$ cat config.mk
export PLATFORM = sky130hd
export DESIGN_NAME = buzz_tone_gen
export DESIGN_NICKNAME = d
export VERILOG_FILES = /design/src/rtl/buzz_pkg.sv /design/src/rtl/buzz_prescale.sv /design/src/rtl/buzz_tone.sv /design/src/rtl/buzz_pattern.sv /design/src/rtl/buzz_tone_gen.sv
export SDC_FILE = /design/constraint.sdc
export NUM_CORES = 1
export LEC_CHECK = 0
export BUFFER_PORTS_ARGS = -buffer_cell sky130_fd_sc_hd__buf_2
export CAP_MARGIN = 20
export CORE_MARGIN = 2
export CORE_UTILIZATION = 39
export CTS_BUF_LIST = sky130_fd_sc_hd__clkbuf_8 sky130_fd_sc_hd__clkbuf_16
export DETAILED_ROUTE_END_ITERATION = 8
export GPL_ROUTABILITY_DRIVEN = 0
export PLACE_DENSITY_LB_ADDON = 0.15
export SYNTH_ARGS = -nofsm -noshare
export SYNTH_HDL_FRONTEND = slang
export SYNTH_SLANG_ARGS = --single-unit
$ cat constraint.sdc
create_clock -name clk_i -period 2.32 [get_ports clk_i]
set_clock_uncertainty 0.1 [all_clocks]
set_input_delay 0.464 -clock clk_i [delete_from_list [all_inputs] [get_ports clk_i]]
set_output_delay 0.464 -clock clk_i [all_outputs]
set_load 0.01 [all_outputs]
$ cat src/rtl/buzz_pkg.sv
package buzz_pkg;

  // Common timing tick, in Hz
  localparam int unsigned TICK_HZ = 60000;
  localparam int unsigned HALF_W  = 6;

  typedef enum logic [1:0] {
    BZ_STEADY    = 2'd0,
    BZ_ONESHOT   = 2'd1,
    BZ_BLINK     = 2'd2,
    BZ_BLINK_SEC = 2'd3
  } bz_mode_e;

  // Half-period in ticks for each pitch code: TICK_HZ / (2 * f)
  function automatic logic [HALF_W-1:0] half_ticks(input logic [2:0] code);
    case (code)
      3'd0:    half_ticks = HALF_W'(48);  // 625 Hz
      3'd1:    half_ticks = HALF_W'(30);  // 1000 Hz
      3'd2:    half_ticks = HALF_W'(24);  // 1250 Hz
      3'd3:    half_ticks = HALF_W'(20);  // 1500 Hz
      3'd4:    half_ticks = HALF_W'(16);  // 1875 Hz
      3'd5:    half_ticks = HALF_W'(15);  // 2000 Hz
      3'd6:    half_ticks = HALF_W'(12);  // 2500 Hz
      default: half_ticks = HALF_W'(10);  // 3000 Hz
    endcase
  endfunction

endpackage

$ cat src/rtl/buzz_prescale.sv
module buzz_prescale #(
  parameter int unsigned DIV = 200
) (
  input  logic clk_i,
  input  logic rst_ni,
  input  logic clr_i,
  output logic tick_o
);
  localparam int unsigned CW = (DIV > 1) ? $clog2(DIV + 1) : 1;

  logic [CW-1:0] cnt_q;

  assign tick_o = (cnt_q == CW'(DIV - 1));

  always_ff @(posedge clk_i or negedge rst_ni) begin
    if (!rst_ni)     cnt_q <= '0;
    else if (clr_i)  cnt_q <= '0;
    else if (tick_o) cnt_q <= '0;
    else             cnt_q <= cnt_q + 1'b1;
  end

  AST_PRESCALE_RANGE: assert property (@(posedge clk_i) disable iff (!rst_ni)
    cnt_q < CW'(DIV));

  AST_PRESCALE_CLEAR: assert property (@(posedge clk_i) disable iff (!rst_ni)
    clr_i |=> (cnt_q == '0));

endmodule

$ cat src/rtl/buzz_tone.sv
module buzz_tone
  import buzz_pkg::*;
(
  input  logic       clk_i,
  input  logic       rst_ni,
  input  logic       clr_i,
  input  logic       tick_i,
  input  logic [2:0] code_i,
  output logic       phase_o
);
  logic [HALF_W-1:0] cnt_q;
  logic [HALF_W-1:0] half;
  logic              wrap;

  assign half = half_ticks(code_i);
  assign wrap = tick_i && (cnt_q == half - 1'b1);

  always_ff @(posedge clk_i or negedge rst_ni) begin
    if (!rst_ni) begin
      cnt_q   <= '0;
      phase_o <= 1'b0;
    end else if (clr_i) begin
      cnt_q   <= '0;
      phase_o <= 1'b0;
    end else if (wrap) begin
      cnt_q   <= '0;
      phase_o <= ~phase_o;
    end else if (tick_i) begin
      cnt_q   <= cnt_q + 1'b1;
    end
  end

  AST_TONE_HALF_RANGE: assert property (@(posedge clk_i) disable iff (!rst_ni)
    !clr_i |-> cnt_q < half);

  AST_TONE_START_LOW: assert property (@(posedge clk_i) disable iff (!rst_ni)
    clr_i |=> !phase_o);

endmodule

$ cat src/rtl/buzz_pattern.sv
module buzz_pattern
  import buzz_pkg::*;
#(
  parameter int unsigned SLOT_TICKS = 3000
) (
  input  logic       clk_i,
  input  logic       rst_ni,
  input  logic       clr_i,
  input  logic       tick_i,
  input  logic [1:0] mode_i,
  output logic       gate_o,
  output logic       fin_o,
  output logic       done_o
);
  localparam int unsigned SW        = $clog2(SLOT_TICKS + 1);
  localparam int unsigned SLOTS_SEC = 20;
  localparam int unsigned BURST     = 2;   // one-shot length in slots
  localparam int unsigned BLINK_END = 10;  // slots of blinking per second

  logic [SW-1:0] slot_cnt_q;
  logic [4:0]    slot_idx_q;
  logic          slot_end;

  assign slot_end = tick_i && (slot_cnt_q == SW'(SLOT_TICKS - 1));

  always_ff @(posedge clk_i or negedge rst_ni) begin
    if (!rst_ni) begin
      slot_cnt_q <= '0;
      slot_idx_q <= '0;
      fin_o      <= 1'b0;
      done_o     <= 1'b0;
    end else if (clr_i) begin
      slot_cnt_q <= '0;
      slot_idx_q <= '0;
      fin_o      <= 1'b0;
      done_o     <= 1'b0;
    end else begin
      done_o <= 1'b0;
      if (tick_i && !fin_o) begin
        if (slot_end) begin
          slot_cnt_q <= '0;
          if (mode_i == BZ_ONESHOT && slot_idx_q == 5'(BURST - 1)) begin
            fin_o      <= 1'b1;
            done_o     <= 1'b1;
            slot_idx_q <= 5'(BURST);
          end else if (slot_idx_q == 5'(SLOTS_SEC - 1)) begin
            slot_idx_q <= '0;
          end else begin
            slot_idx_q <= slot_idx_q + 1'b1;
          end
        end else begin
          slot_cnt_q <= slot_cnt_q + 1'b1;
        end
      end
    end
  end

  always_comb begin
    case (mode_i)
      BZ_STEADY:  gate_o = 1'b1;
      BZ_ONESHOT: gate_o = !fin_o;
      BZ_BLINK:   gate_o = !slot_idx_q[0];
      default:    gate_o = !slot_idx_q[0] && (slot_idx_q < 5'(BLINK_END));
    endcase
  end

  AST_SLOT_RANGE: assert property (@(posedge clk_i) disable iff (!rst_ni)
    slot_idx_q < 5'(SLOTS_SEC));

  AST_DONE_ONE_CYCLE: assert property (@(posedge clk_i) disable iff (!rst_ni)
    done_o |=> !done_o);

  AST_FIN_HOLDS_SLOT: assert property (@(posedge clk_i) disable iff (!rst_ni)
    (fin_o && !clr_i) |=> $stable(slot_idx_q));

  AST_RESTART_CLEARS: assert property (@(posedge clk_i) disable iff (!rst_ni)
    clr_i |=> (slot_idx_q == '0 && !fin_o));

endmodule

$ cat src/rtl/buzz_tone_gen.sv
module buzz_tone_gen
  import buzz_pkg::*;
#(
  parameter int unsigned CLK_HZ     = 12000000,
  parameter int unsigned SLOT_TICKS = TICK_HZ / 20
) (
  input  logic       clk_i,
  input  logic       rst_ni,
  input  logic       en_i,
  input  logic [1:0] mode_i,
  input  logic [2:0] freq_i,
  output logic       buzz_o,
  output logic       busy_o,
  output logic       done_o
);
  localparam int unsigned TICK_DIV = (CLK_HZ / TICK_HZ > 0) ? CLK_HZ / TICK_HZ : 1;

  logic       en_q;
  logic [1:0] mode_q;
  logic [2:0] freq_q;
  logic       restart;
  logic       tick;
  logic       phase;
  logic       gate;
  logic       fin;

  always_ff @(posedge clk_i or negedge rst_ni) begin
    if (!rst_ni) begin
      en_q   <= 1'b0;
      mode_q <= '0;
      freq_q <= '0;
    end else begin
      en_q   <= en_i;
      mode_q <= mode_i;
      freq_q <= freq_i;
    end
  end

  assign restart = !en_i || !en_q || (mode_i != mode_q) || (freq_i != freq_q);

  buzz_prescale #(.DIV(TICK_DIV)) u_pre (
    .clk_i (clk_i),
    .rst_ni(rst_ni),
    .clr_i (restart),
    .tick_o(tick)
  );

  buzz_tone u_tone (
    .clk_i  (clk_i),
    .rst_ni (rst_ni),
    .clr_i  (restart),
    .tick_i (tick),
    .code_i (freq_i),
    .phase_o(phase)
  );

  buzz_pattern #(.SLOT_TICKS(SLOT_TICKS)) u_pat (
    .clk_i (clk_i),
    .rst_ni(rst_ni),
    .clr_i (restart),
    .tick_i(tick),
    .mode_i(mode_i),
    .gate_o(gate),
    .fin_o (fin),
    .done_o(done_o)
  );

  assign buzz_o = en_i && !restart && phase && gate;
  assign busy_o = en_i && (mode_i == BZ_ONESHOT) && !fin;

  AST_NO_DONE_WHEN_OFF: assert property (@(posedge clk_i) disable iff (!rst_ni)
    $past(!en_i) |-> !done_o);

  AST_DONE_AFTER_BUSY: assert property (@(posedge clk_i) disable iff (!rst_ni)
    done_o |-> $past(busy_o));

endmodule

==> results of run 1 <==
==> state kept, by name (all words and copies together), names as in the netlist <==
register and flops:
u_tone.phase_o 1, en_q 1, u_pat.fin_o 1, u_tone.cnt_q 6, mode_q 2, u_pre.cnt_q 8, u_pat.slot_idx_q 5, u_pat.slot_cnt_q 12
u_pat.done_o 1, freq_q 3
==> layout by cell type (no fill, tap or decap), drive strengths merged, types with 7 or more instances in the layout <==
cell type   n
xor2       14
and3        7
xnor2      15
a21oi      14
nand2      16
nand3      12
dfrtp      40
o21ai       8
buf        25
nor2       37
==> kinds of logic after synthesis <==
kind of cell / after synthesis / share of synthesized area
flops: 40 / 0.442
compound gates: 34 / 0.109
simple gates: 111 / 0.282
fa+ha+maj: 6 / 0.0332
buf+inv: 12 / 0.0210
xor+xnor: 29 / 0.112
==> power by group <==
part           switching (mW)  internal [mW]  total, mW
combinational          0.0494         0.0344     0.0838
sequential            0.00286          0.702      0.705
clock                   0.244          0.237      0.482
==> routing by layer <==
layer	vias to the layer above	wire, um
met2	22	2120
met3	8	109
li1	867	-
met5	-	0
met4	0	61
met1	829	2240
==> final timing paths <==
kind,to,slack [ns],cells after the start
max,buzz_o,0.08,8
min,u_pre.cnt_q[5]$_DFF_PN0_,0.12,2
max reg2reg,u_pat.slot_idx_q[4]$_DFFE_PN0P_,0.14,7
min reg2reg,u_pre.cnt_q[0]$_DFF_PN0_,0.39,1
max in group asynchronous,u_pat.slot_cnt_q[10]$_DFFE_PN0P_,1.63,2
min in group clk_i,en_q$_DFF_PN0_,0.21,1
==> stage by stage <==
stage	cells	setup TNS [ns]	worst slack (ns)	hold WS (ns)	cell area (um^2)
2_1_floorplan	232	0	0.0355	0.0684	2270
3_3_place_gp	320	0	0.0357	0.372	2480
3_5_place_dp	320	-0.124	-0.0455	0.393	2480
4_1_cts	328	0	0.0445	0.144	2570
5_1_grt	329	0	0.00260	0.165	2610
6_report	329	0	0.0794	0.119	2610
==> final cells by class <==
| type | count | area [um^2] | share of cell area |
|---|---|---|---|
| timing repair buffer | 25 | 166 | 0.0638 |
| multi-input combinational | 180 | 1240 | 0.477 |
| sequential | 40 | 1000 | 0.384 |
| inverter | 4 | 15.0 | 0.00575 |
| tap | 72 | 90.1 | 0.0345 |
| clock inverter | 2 | 10.0 | 0.00384 |
| clock buffer | 6 | 82.6 | 0.0316 |
==> timing repair <==
item                                   CTS  global route
endpoints found under the hold margin    0             0
buffers inserted                         0             1
setup endpoints to repair                0             3
resized for setup                        0             6
==> impl_metrics.yaml, run 1 <==
logic_synthesis:
  synth_edf_count: 0
  yosys-top-cells-count: "dfrtp_1, nor2_1, nand2_1"
  synth_top_area_frac: 0.442
  ys_types: 42
  synthCells: 232
  async_flop_share: 1.00
  ys_ff_latch: 40
  netlist_area_um2: 2260
  synth_nets: 246
  yosys_warnings: 0
  ys_seq_area_frac: 0.442
  synth.most_common_cell: "dfrtp_1"
  yosys-top-cells-area: "dfrtp_1, nor2_1, xnor2_1"
  synth_ff_type: "dfrtp_1"
  yosys.area.top_type: "dfrtp_1"
  syn_avg_cell_area_um2: 9.76
global_routing:
  grt_use_met3: 0.0337
  grt.overflow.total: 0
  grt.met1_usage: 0.219
  grt_usage: 0.159
  grt_pass1_vias: 1677
  grt_util_met2: 0.251
  busiest_layer: "met2"
  antenna_found_initial: 0
  grt_pass1_wl_um: 8020
  grt_max_degree: 41
layout:
  diodes: 0
  drive_above_1_share: 0.210
  fillCellCount: 550
  utilization: 0.471
  nets: 270
  area_growth_pct: 15.3
worst_setup_path:
  crit_path_max_incr_delay_ns: 0.29
  endpoint_kind: "output pin"
  startpoint: "freq_i[1]"
  cp_cell_sequence: "buf_2 -> buf_6 -> xor2_2 -> nor4_4 -> and2_4 -> nand3_2 -> a21oi_2 -> buf_2"
  arrival_ns: 1.68
  critPathBufInv: 3
  crit_slowest_cell: "nor4_4"
  rr_startpoint: "u_pat.slot_cnt_q[0]$_DFFE_PN0P_"
  crit_path_frequent_cell: "buf_2"
  critical_path_class: "in2out"
  cp-start-kind: "primary input"
  crit_path_max_fanout: 9
  crit_required_ns: 1.76
  critPathTopFamily: "simple AND/OR/NAND/NOR gates"
sta:
  worst_pin_slew_ns: 0.522
  finalCritPeriodShare: 0.966
  relSlewSlack: 0.652
  hold_viol: 0
  max_freq_mhz: 446
  final.min_clock_period_ns: 2.24
  maxSlewViolCount: 0
  rsz0062_at_grt: "no"
  setup_viol: 0
floorplan:
  core_um2: 5540
  start_util: 0.409
  die_w_um: 80.2
  fp.dieH_um: 80.2
  num_rows: 27
  io_pins: 11
  dieArea_um2: 6430
cts:
  numCtsBuffers: 5
  clkLatencyLatePin_ns: 0.29
  ctsHoldBuffers: 0
  ctsLongestPathBuffers: 2
  cts.htree.levels: 2
  clk_pin_slew_ns: 0.08
  clock-root-buffer: "clkbuf_8"
  cts.sinks: 40
  cts_tree: "built"
drt:
  wire_per_inst_um: 13.8
  drtAntennaViolNets: 0
  drt_iter0_markers: 65
  dr_total_vias: 1726
  drt_drc_violations_left: 0
  finalWirelength_um: 4530
  vias_per_cell: 5.25
  dr.pass1.iters: 4
run_status:
  outcome: "completed"
place:
  hpwlAfterDp_um: 3170
  io_buffers: 10
power:
  max-vdd-ir-drop_mv: 0.287
  power_leakage_nw: 1.06
  power_mw: 1.27
  powerDensity_nw_per_um2: 487
worst_hold_path:
  hold_path_class: "in2async"
flow_run:
  max_cap_viol_count: 0
Note: power is estimated with default switching activity, not from simulation.
==> run 2, diff against run 1 <==
--- a/config.mk
+++ b/config.mk
@@ -8,10 +8,11 @@
 export BUFFER_PORTS_ARGS = -buffer_cell sky130_fd_sc_hd__buf_2
 export CAP_MARGIN = 20
 export CORE_MARGIN = 2
-export CORE_UTILIZATION = 39
+export CORE_UTILIZATION = 35
 export CTS_BUF_LIST = sky130_fd_sc_hd__clkbuf_8 sky130_fd_sc_hd__clkbuf_16
 export DETAILED_ROUTE_END_ITERATION = 8
 export GPL_ROUTABILITY_DRIVEN = 0
+export MAX_ROUTING_LAYER = met4
 export PLACE_DENSITY_LB_ADDON = 0.15
 export SYNTH_ARGS = -nofsm -noshare
 export SYNTH_HDL_FRONTEND = slang
==> run 2 against run 1 <==
Net effect:
- routed wire length grew 3.2%
- worst hold slack lost 0.10 ns
- register-to-register slack better by 0.06 ns
- global-route usage down 1.1 points
- final area rose by 2.0%
- sequential share of layout area decreased by 0.76 points
- die area up 11%
- utilization down 4.9 points
- clock-buffer cell count fell by 1
==> impl_metrics.yaml, run 2 (synthesized netlist as in run 1, its figures left out) <==
run_status:
  outcome: "completed"
place:
  place_inst: 330
  pre_cts_ws_ns: -0.0277
  io_buffers: 10
  hpwlAfterDp_um: 3440
  place_area_um2: 2540
sta:
  postLayoutSetupSlackWorst_ns: 0.0829
  hold_viol: 0
  maxSlewViolCount: 0
  finalCritPeriodShare: 0.964
  setup_viol: 0
  relSlewSlack: 0.682
  max_freq_mhz: 447
  final.min_clock_period_ns: 2.24
  worst_pin_slew_ns: 0.477
  rsz0062_at_grt: "no"
global_routing:
  grt_pass1_wl_um: 8300
  antenna_found_initial: 0
  grt_pass1_vias: 1700
  grt.overflow.total: 0
  grt_max_degree: 22
  grt_usage: 0.149
power:
  max-vdd-ir-drop_mv: 0.288
  power_leakage_nw: 1.10
  powerDensity_nw_per_um2: 506
worst_setup_path:
  cp_cell_sequence: "buf_2 -> buf_6 -> xor2_1 -> nor4_2 -> and2_1 -> nand3_1 -> a21oi_2 -> buf_2"
  arrival_ns: 1.67
  crit_path_max_incr_delay_ns: 0.28
  crit_path_max_fanout: 9
  endpoint_kind: "output pin"
  crit_slowest_cell: "nor4_2"
  crit_path_frequent_cell: "buf_2"
  critical_path_class: "in2out"
  crit_required_ns: 1.76
  cp-start-kind: "primary input"
layout:
  utilization: 0.422
  fillCellCount: 635
  nets: 276
  largest_registers: "u_pat.slot_cnt_q x12, u_pre.cnt_q x8, u_tone.cnt_q x6"
  drive_above_1_share: 0.209
  final_common_cell: "dfrtp_1"
  diodes: 0
  area_growth_pct: 17.6
  mostFrequentLayoutCells: "dfrtp_1, nor2_1, buf_4"
  largest_register_ffs: 12
  finalNonFillerCells: 340
  regMostFlops: "u_pat.slot_cnt_q"
  post-route-cell-area_um2: 2660
flow_run:
  max_cap_viol_count: 0
cts:
  clk_pin_slew_ns: 0.08
  clkLatencyLatePin_ns: 0.29
  numCtsBuffers: 5
  cts_tree: "built"
  clock-root-buffer: "clkbuf_8"
  cts.sinks: 40
  ctsLongestPathBuffers: 2
  cts.htree.levels: 2
worst_hold_path:
  hold_path_class: "in2async"
floorplan:
  core_um2: 6310
  fp.dieH_um: 84.4
  dieArea_um2: 7130
  die_w_um: 84.4
  num_rows: 29
  io_pins: 11
  start_util: 0.359
drt:
  drt_drc_violations_left: 0
  drt_iter0_markers: 63
  wire_per_inst_um: 13.8
  drtAntennaViolNets: 0
  vias_per_cell: 4.95
  dr.pass1.iters: 4
  finalWirelength_um: 4680
  dr_total_vias: 1683
==> run 2: through the flow <==
step	total power [mW]	hold slack, ns	TNS, ns
after floorplan	0.756	0.0684	0
after global placement	0.803	0.349	0
after detailed placement	0.804	0.356	-0.119
after CTS	1.37	0.0312	0
after global routing	1.41	0.0526	0
final	1.35	0.0180	0
==> run 2: power breakdown <==
| part | total, mW | internal [mW] | switching [mW] |
|---|---|---|---|
| registers | 0.704 | 0.702 | 0.00238 |
| logic | 0.0864 | 0.0377 | 0.0488 |
| clock network | 0.557 | 0.315 | 0.242 |
==> run 2: worst max-delay path, delay by kind of cell <==
| kind | cells | cell delay (ns) |
|---|---|---|
| compound gates | 1 | 0.10 |
| xor+xnor | 1 | 0.15 |
| buf+inv | 3 | 0.37 |
| simple gates | 3 | 0.59 |
==> run 2: final cells by class <==
cell class / count / area (um^2) / share of cell area
Inverter: 4 / 15.0 / 0.00564
Sequential cell: 40 / 1000 / 0.376
Timing Repair Buffer: 31 / 224 / 0.0841
Tap cell: 77 / 96.3 / 0.0362
Clock buffer: 5 / 68.8 / 0.0258
Multi-Input combinational cell: 180 / 1220 / 0.458
Clock inverter: 3 / 38.8 / 0.0146
==> run 2: final timing paths <==
| check | start | to | slack (ns) | cells after the start |
|---|---|---|---|---|
| max | freq_i[1] | buzz_o | 0.08 | 8 |
| min | rst_ni | u_pre.cnt_q[6]$_DFF_PN0_ | 0.02 | 1 |
| max reg2reg | u_pat.slot_cnt_q[0]$_DFFE_PN0P_ | u_pat.slot_idx_q[4]$_DFFE_PN0P_ | 0.20 | 7 |
| min reg2reg | u_pre.cnt_q[0]$_DFF_PN0_ | u_pre.cnt_q[0]$_DFF_PN0_ | 0.40 | 1 |
| max in group asynchronous | rst_ni | freq_q[1]$_DFF_PN0_ | 1.62 | 2 |
| min in group clk_i | en_i | en_q$_DFF_PN0_ | 0.20 | 1 |
==> run 2: timing repair <==
item | CTS | global route
gates resized for setup | 0 | 1
setup endpoints to repair | 0 | 2
setup buffers | 0 | 2
hold buffers | 0 | 0
==> run 2: routing by layer <==
metal	GRT usage	vias to the layer above	part of all wire
li1	-	877	-
met4	0.0390	0	0.010
met1	0.209	789	0.52
met5	-	-	0
met3	0.0383	4	0.022
met2	0.214	13	0.45
